### src/rtl/irqst_pkg.sv
package irqst_pkg;
  typedef enum logic [2:0] {
    RG_CTRL, RG_MASK, RG_FORCE, RG_STAT, RG_MDIS, RG_MSTAT, RG_NONE
  } region_e;
  typedef logic [31:0] word_t;
endpackage

### src/rtl/irqst_sync.sv
module irqst_sync #(
  parameter int WIDTH = 32
) (
  input  logic             clk,
  input  logic             rst,
  input  logic [WIDTH-1:0] d,
  output logic [WIDTH-1:0] q
);
  logic [WIDTH-1:0] meta_q;
  always_ff @(posedge clk) begin
    if (rst) begin
      meta_q <= '0;
      q      <= '0;
    end else begin
      meta_q <= d;
      q      <= meta_q;
    end
  end
endmodule

### src/rtl/irqst_dec.sv
module irqst_dec
  import irqst_pkg::*;
#(
  parameter int NWORDS = 4,
  parameter int ADDR_W = 6,
  parameter int IDX_W  = 2
) (
  input  logic [ADDR_W-1:0] addr,
  output region_e           region,
  output logic [IDX_W-1:0]  idx
);
  always_comb begin
    int wa;
    wa     = int'(addr >> 2);
    region = RG_NONE;
    idx    = '0;
    if (wa == 0) begin
      region = RG_CTRL;
    end else if (wa <= NWORDS) begin
      region = RG_MASK;
      idx    = IDX_W'(wa - 1);
    end else if (wa <= 2 * NWORDS) begin
      region = RG_FORCE;
      idx    = IDX_W'(wa - 1 - NWORDS);
    end else if (wa <= 3 * NWORDS) begin
      region = RG_STAT;
      idx    = IDX_W'(wa - 1 - 2 * NWORDS);
    end else if (wa == 3 * NWORDS + 1) begin
      region = RG_MDIS;
    end else if (wa == 3 * NWORDS + 2) begin
      region = RG_MSTAT;
    end
  end
endmodule

### src/rtl/irqst_group.sv
module irqst_group #(
  parameter int NUM_IN  = 128,
  parameter int NUM_OUT = 2
) (
  input  logic [NUM_IN-1:0]  stat,
  output logic [NUM_OUT-1:0] any
);
  for (genvar k = 0; k < NUM_OUT; k++) begin : g_grp
    localparam int LO = 64 * k;
    localparam int GW = (NUM_IN - LO) < 64 ? (NUM_IN - LO) : 64;
    assign any[k] = |stat[LO +: GW];
  end
endmodule

### src/rtl/irqst_agg.sv
module irqst_agg
  import irqst_pkg::*;
#(
  parameter int NUM_IN   = 128,
  parameter int CHAN_W   = 8,
  parameter int CHAN_SEL = 0,
  parameter int NUM_OUT  = (NUM_IN + 63) / 64,
  parameter int ADDR_W   = $clog2(12 * (NUM_IN / 32) + 12)
) (
  input  logic               clk,
  input  logic               rst,
  input  logic               req_valid,
  input  logic               req_write,
  input  logic [ADDR_W-1:0]  req_addr,
  input  logic [31:0]        req_wdata,
  output logic               rd_valid,
  output logic [31:0]        rd_data,
  input  logic [NUM_IN-1:0]  irq_in,
  output logic [NUM_OUT-1:0] irq_out
);
  localparam int NWORDS = NUM_IN / 32;
  localparam int IDX_W  = (NWORDS > 1) ? $clog2(NWORDS) : 1;

  region_e           region;
  logic [IDX_W-1:0]  idx;
  logic [NUM_IN-1:0] in_s;
  logic [NUM_IN-1:0] stat_flat;
  logic [NUM_OUT-1:0] grp_any;
  logic [NUM_OUT-1:0] pre_out;
  logic [CHAN_W-1:0]  ctrl_q;
  logic [NUM_OUT-1:0] mdis_q;
  word_t mask_q   [NWORDS];
  word_t force_q  [NWORDS];
  word_t status_q [NWORDS];
  logic wr_en;

  assign wr_en = req_valid && req_write;

  irqst_sync #(.WIDTH(NUM_IN)) u_sync (
    .clk(clk), .rst(rst), .d(irq_in), .q(in_s)
  );

  irqst_dec #(.NWORDS(NWORDS), .ADDR_W(ADDR_W), .IDX_W(IDX_W)) u_dec (
    .addr(req_addr), .region(region), .idx(idx)
  );

  // Control, mask, force and master-disable registers
  always_ff @(posedge clk) begin
    if (rst) begin
      ctrl_q <= '0;
      mdis_q <= '0;
      for (int w = 0; w < NWORDS; w++) begin
        mask_q[w]  <= '0;
        force_q[w] <= '0;
      end
    end else if (wr_en) begin
      case (region)
        RG_CTRL:  ctrl_q       <= req_wdata[CHAN_W-1:0];
        RG_MASK:  mask_q[idx]  <= req_wdata;
        RG_FORCE: force_q[idx] <= req_wdata;
        RG_MDIS:  mdis_q       <= req_wdata[NUM_OUT-1:0];
        default: ;
      endcase
    end
  end

  // Status words, reversed: word w holds sources (NWORDS-1-w)*32 upward
  for (genvar w = 0; w < NWORDS; w++) begin : g_word
    localparam int BASE = (NWORDS - 1 - w) * 32;
    always_ff @(posedge clk) begin
      if (rst) status_q[w] <= '0;
      else     status_q[w] <= (in_s[BASE +: 32] | force_q[w]) & mask_q[w];
    end
    assign stat_flat[BASE +: 32] = status_q[w];
  end

  irqst_group #(.NUM_IN(NUM_IN), .NUM_OUT(NUM_OUT)) u_grp (
    .stat(stat_flat), .any(grp_any)
  );

  assign pre_out = grp_any & {NUM_OUT{ctrl_q[CHAN_SEL]}};

  always_ff @(posedge clk) begin
    if (rst) irq_out <= '0;
    else     irq_out <= pre_out & ~mdis_q;
  end

  // Registered read port
  always_ff @(posedge clk) begin
    if (rst) begin
      rd_valid <= 1'b0;
      rd_data  <= '0;
    end else begin
      rd_valid <= req_valid && !req_write;
      if (req_valid && !req_write) begin
        case (region)
          RG_CTRL:  rd_data <= 32'(ctrl_q);
          RG_MASK:  rd_data <= mask_q[idx];
          RG_FORCE: rd_data <= force_q[idx];
          RG_STAT:  rd_data <= status_q[idx];
          RG_MDIS:  rd_data <= 32'(mdis_q);
          RG_MSTAT: rd_data <= 32'(pre_out);
          default:  rd_data <= '0;
        endcase
      end
    end
  end
endmodule

### config.mk
export PLATFORM = sky130hd
export DESIGN_NAME = irqst_agg
export DESIGN_NICKNAME = d
export VERILOG_FILES = /design/src/rtl/irqst_pkg.sv /design/src/rtl/irqst_sync.sv /design/src/rtl/irqst_dec.sv /design/src/rtl/irqst_group.sv /design/src/rtl/irqst_agg.sv
export SDC_FILE = /design/constraint.sdc
export NUM_CORES = 1
export LEC_CHECK = 0
export ABC_AREA = 1
export BUFFER_PORTS_ARGS = -buffer_cell sky130_fd_sc_hd__buf_2
export CAP_MARGIN = 10
export CORE_UTILIZATION = 54
export CTS_CLUSTER_DIAMETER = 30
export DETAILED_ROUTE_END_ITERATION = 8
export PLACE_DENSITY = 0.76
export SYNTH_ARGS = -nofsm -noshare
export SYNTH_HDL_FRONTEND = slang
export SYNTH_SLANG_ARGS = --single-unit
### constraint.sdc
create_clock -name clk -period 4.95 [get_ports clk]
set_input_delay 0.7425 -clock clk [delete_from_list [all_inputs] [get_ports clk]]
set_output_delay 0.7425 -clock clk [all_outputs]
set_load 0.05 [all_outputs]
; ---- Word-level counts from Yosys, hierarchy flattened
; Memories as Yosys holds them, arrays and structs flattened.
; Index checks and enable logic that the tools add are counted.
[word_totals]
register_bits = 301
latch_bits = 0
mem_bits_rw = 384
romBits = 0
inputBits = 170
out_inout_bits = 35
wordCells = 81
memories = 3
[mem_list]
columns = name, depth, word_bits, read_ports, rd_clocked_by_memory_dff, write_ports, line_no
row1 = force_q, 4, 32, 5, 0, 4, irqst_agg.sv:33  ; word_t force_q [NWORDS];
row2 = mask_q, 4, 32, 5, 0, 4, irqst_agg.sv:32  ; word_t mask_q [NWORDS];
row3 = status_q, 4, 32, 5, 0, 4, irqst_agg.sv:34  ; word_t status_q [NWORDS];
[classes]
add_sub_neg = 3
multipliers = 0
n_div = 0
magnitude_cmp = 3
eq_ne = 7
n_shift = 0
mux = 32
bitwise = 15
reduce_logical = 11
[op_table]
columns = op, count
row1 = 32-bit two-way mux, 6
row2 = 32-bit case mux with 6 select lines, 1
row3 = 32-bit AND, 4
row4 = 32-bit OR, 4
row5 = 64-bit OR reduction, 2
row6 = 32-bit OR reduction, 2
row7 = 32-bit zero test, 1
row8 = 3-bit two-way mux, 5
row9 = 2-bit two-way mux, 7
row10 = 1-bit two-way mux, 13
row11 = 4-bit less-or-equal comparator (second input constant), 2
row12 = 3-bit by 2-bit equality test with 1-bit output (second input constant), 2
row13 = 3-bit equality test (second input constant), 2
row14 = 2-bit by 1-bit subtractor with 2-bit output (second input constant), 3
row15 = 2-bit AND, 2
row16 = 4-bit by 2-bit equality test with 1-bit output (second input constant), 1
row17 = 4-bit by 3-bit equality test with 1-bit output (second input constant), 1
row18 = 4-bit by 3-bit less-or-equal comparator with 1-bit output (second input constant), 1
row19 = 1-bit OR, 4
row20 = 2-bit AND reduction, 2
row21 = 3-bit by 1-bit equality test with 1-bit output (second input constant), 1
row22 = 3-bit zero test, 1
row23 = 1-bit logical AND, 2
row24 = 2-bit NOT, 1
row25 = 1-bit zero test, 1

; ---- Longest topological paths before layout
[logic_depth]
word_depth = 14
depth_mapped = 14
ltp_nobuf = 13

; ---- Hierarchy
; A second synthesis with hierarchy kept.
[hier_totals]
hier_cells = 3161
area_unflattened_um2 = 26339.0
[modules_own_cells]
columns = mod, instances, cells_each, area_per_inst_um2, seq_area_each_um2
row1 = irqst_agg, 1, 2216, 18502.7, 11150.7
row2 = irqst_sync, 1, 796, 7247.0, 5124.9
row3 = irqst_group, 1, 126, 473.0, 0.0
row4 = irqst_dec, 1, 23, 116.4, 0.0

; ---- Worst setup path after synthesis
; OpenSTA, ideal clock, no wires.
[synth_timing]
path_kind = input-to-reg
startpoint = input req_addr[2]
endpoint = memory mask_q[3][0] (netlist bit) (enable)
setup_time_ps = 466
arrival_time_ps = 4349
required_ps = 4484
slack_ps = 136
path_stages = 9
n_path_buf = 2
cell_sequence = clkinv_1 -> ha_1 -> nand3_2 -> nand3_2 -> inv_2 -> buf_2 -> buf_2 -> nand2_1 -> o21ai_0
[synth_rtl]
columns = item, line_no
row1 = "start, declared", irqst_agg.sv:14  ; input logic [ADDR_W-1:0] req_addr,
row2 = "end, declared", irqst_agg.sv:32

; ---- Final worst setup path
[layout_timing]
startpoint = input req_addr[2]
endpoint = register rd_data[22]
[layout_between]
elab_chain_cells = 9
elab_cells_between_ends = 29
classes_between = 3 x add/sub / 3 x order compare / 7 x eq/ne / 11 x mux / 2 x reduce/logical / 3 x memory
[layout_lines]
columns = item, line_no
row1 = branches (longest 8 deep; another with memory read 4 x 32 bit), -
row2 = 32-bit case mux with 6 select lines *, irqst_agg.sv:96  ; case (region)
row3 = "end signal, assigned", irqst_agg.sv:97  ; RG_CTRL: rd_data <= 32'(ctrl_q);
row4 = "end signal, assigned", irqst_agg.sv:98  ; RG_MASK: rd_data <= mask_q[idx];
row5 = "end signal, assigned", irqst_agg.sv:99  ; RG_FORCE: rd_data <= force_q[idx];
row6 = "end, declared", irqst_agg.sv:17  ; output logic [31:0] rd_data,
; Every way passes the cells marked *.
; A chain may end at the register's enable or synchronous reset.

==> reports/metrics.csv <==
stage;metric;value;unit
status;outcome;complete, no violations;
die;Initial Util;54.8;%
final_layout;diode count;0;
placement;Detail Placement HPWL;42200;um
die;Die Span Y;222;um
sta;crit share post-route;70.8;%
final_layout;share of cells above drive strength 1;14.1;%
synthesis;area leader, netlist;dfxtp_1;
sta;Slew headroom;27.8;%
clock_network;Max clock buf depth;3;
grt;global-route wire length before repair;111000;um
grt;gr ovfl total;0;
grt;initial antenna violation count;0;
worst_setup_path;crit path kind;input pin to register;
synthesis;Post-synth EDFFs;256;
clock_network;root buf cell;clkbuf_16;
worst_setup_path;Crit. End Element;register;
synthesis;Cell Area, Synth;0.0262;mm^2
sta;fin worst setup slack;1450;ps
die;Placement Rows;80;
sta;fmax;285;MHz
clock_network;TritonCTS Sinks;685;
worst_setup_path;crit-path max FO;55;
final_layout;Util after Layout;66.8;%
routing;# DRC;0;
final_layout;Cell Count, Final, Fillers Out;3960;
run;max-cap check violation count;0;
routing;post-route ant nets;0;
sta;setup TNS;0;ps
grt;Tot GR Track Use;28.9;%
synthesis;top cells by area, synth;dfxtp_1, edfxtp_1, nor2_1;
die;IO Pins;205;
grt;largest net degree at the start of global routing;149;
sta;worst slew pin tran;1080;ps
final_layout;post-route cell area;0.0319;mm^2
sta;RSZ-0062 raised after global routing;false;
placement;dpl ws;896;ps
synthesis;Synthesized Nets;3216;
synthesis;Main synth FF type;dfxtp_1;
synthesis;post-synthesis register bit count;685;
clock_network;CTS tree;done;
sta;skew final;24.9;ps
power_and_ir_drop;total power per unit cell area;491;mW/mm^2
routing;Vias;21264;
worst_setup_path;CP Launch Type;input pin;
power_and_ir_drop;maximum vdd ir drop;247;uV
synthesis;Yosys top cell area share;32.8;%
routing;starting DRC count in detailed routing;2285;
final_layout;Layout fillers;3544;
synthesis;post-synthesis cell count;3042;
synthesis;async set or reset register ratio after synthesis;0;%
sta;Period minus WS final;3500;ps
synthesis;Post-synth top cells;nor2_1, nand2_1, dfxtp_1;
clock_network;CTS Buf Count;119;
routing;first-pass detailed-route iteration total;6;
clock_network;CTS H-tree lvls;3;
synthesis;Mapped Avg Cell Area;8.61;um^2
sta;final hold violation count;0;
clock_network;post-CTS sizing;0;
worst_setup_path;worst endpoint required time;5530;ps
sta;final setup violation count;0;
clock_network;# hold bufs at CTS;0;
power_and_ir_drop;leakage power;0.0143;uW
synthesis;Synth cell types;25;
sta;Final Max Slew Viols;0;
synthesis;count leader, synth;nor2_1;
placement;DP Area;0.0277;mm^2
min_path;Hold Path Class;input pin to register;
placement;IO Port Bufs;202;
routing;detail-routed via count per cell;5.37;
final_layout;area grow syn2layout;21.7;%
routing;Routed wire per std cell;18.1;um
die;Core Box Area;0.0477;mm^2
placement;RD Place Congestion;0.883;
synthesis;synth warn;0;
grt;vias in the first global route;20734;
placement;placed cells;3734;
clock_network;Worst-path clk slew;50;ps
clock_network;post-CTS setup buffers;0;
final_layout;Layout Nets;3414;
die;die area;0.0494;mm^2
worst_setup_path;arrival time worst endpoint;4080;ps
clock_network;worst skew pair latency;660;ps
routing;final WL;71600;um
synthesis;sequential area share after synthesis;62.2;%
die;die width;222;um
per-layer routing:
metal  up-vias  share of wire, %  GRT usage [%]
li1       9966                 -              -
met2      1270                47           47.5
met3       219                11           5.65
met4         0               4.5           15.4
met5         -                 0              0
met1      9809                38           36.2
logic make-up after synthesis:
logic type / after synthesis / synth area share, %
compound gates: 285 / 6.06
buf+inv: 586 / 8.72
fa+ha+maj: 4 / 0.191
flops: 685 / 62.2
simple gates: 1482 / 22.9
critical path, stage by stage:
cell	delay, ps
buf_2	100
clkinv_1	280
ha_1	390
nand3_2	330
nand3_4	280
inv_2	120
buf_4	430
buf_4	720
nand2_1	160
nand3_1	130
nand3_1	80
nand2_1	100
nor2_1	80
nor2_1	80
power breakdown:
group	switching (uW)	internal, uW	total [uW]
logic	853	345	1200
registers	136	6150	6290
clock network	2770	5390	8160
total	3750	11900	15600
final cells by class:
class	instances	area (um^2)	area share [%]
flip-flops and latches	685	16300	51.1
multi-input cells	1771	7700	24.2
clock buffers	164	3530	11.1
inverters	428	1610	5.04
repair buffers	235	1380	4.33
well taps	615	769	2.41
clock inverters	62	606	1.90
cell usage in the layout (no fill, tap or decap), drive strengths merged:
cell type | Yosys | final
bufinv | 0 | 8
nor2 | 791 | 791
o21ai | 180 | 180
nand2 | 438 | 438
nand4 | 10 | 10
inv | 425 | 435
dfxtp | 429 | 429
edfxtp | 256 | 256
clkbuf | 82 | 164
nor3 | 126 | 126
ha | 4 | 4
nand3 | 117 | 117
clkinvlp | 0 | 9
buf | 76 | 235
a21oi | 43 | 43
clkinv | 3 | 38
o211ai | 62 | 62
worst paths after layout:
kind	end	depth (start not counted)	slack, ps	startpoint
hold reg to reg	u_sync.q[111]	2	400	u_sync.meta_q[111]
setup / recovery	rd_data[22]	14	1450	req_addr[2]
hold / removal	u_sync.meta_q[99]	3	280	irq_in[99]
setup reg to reg	rd_data[1]	10	2970	status_q[0][6]
per-stage QoR:
stage | hold WS [ps] | power (uW)
floorplan | 388 | 7120
global placement | 395 | 7510
detailed placement | 395 | 7550
CTS | 262 | 15700
global route | 294 | 16100
finish | 283 | 15600
flip-flops by register name, indices dropped and copies added, names as in the netlist:
signal,flops
rd_data,32
rd_valid,1
u_sync.q,128
force_q,128
ctrl_q,8
mask_q,128
irq_out,2
u_sync.meta_q,128
mdis_q,2
status_q,128
Note: power is estimated with default switching activity, not from simulation.
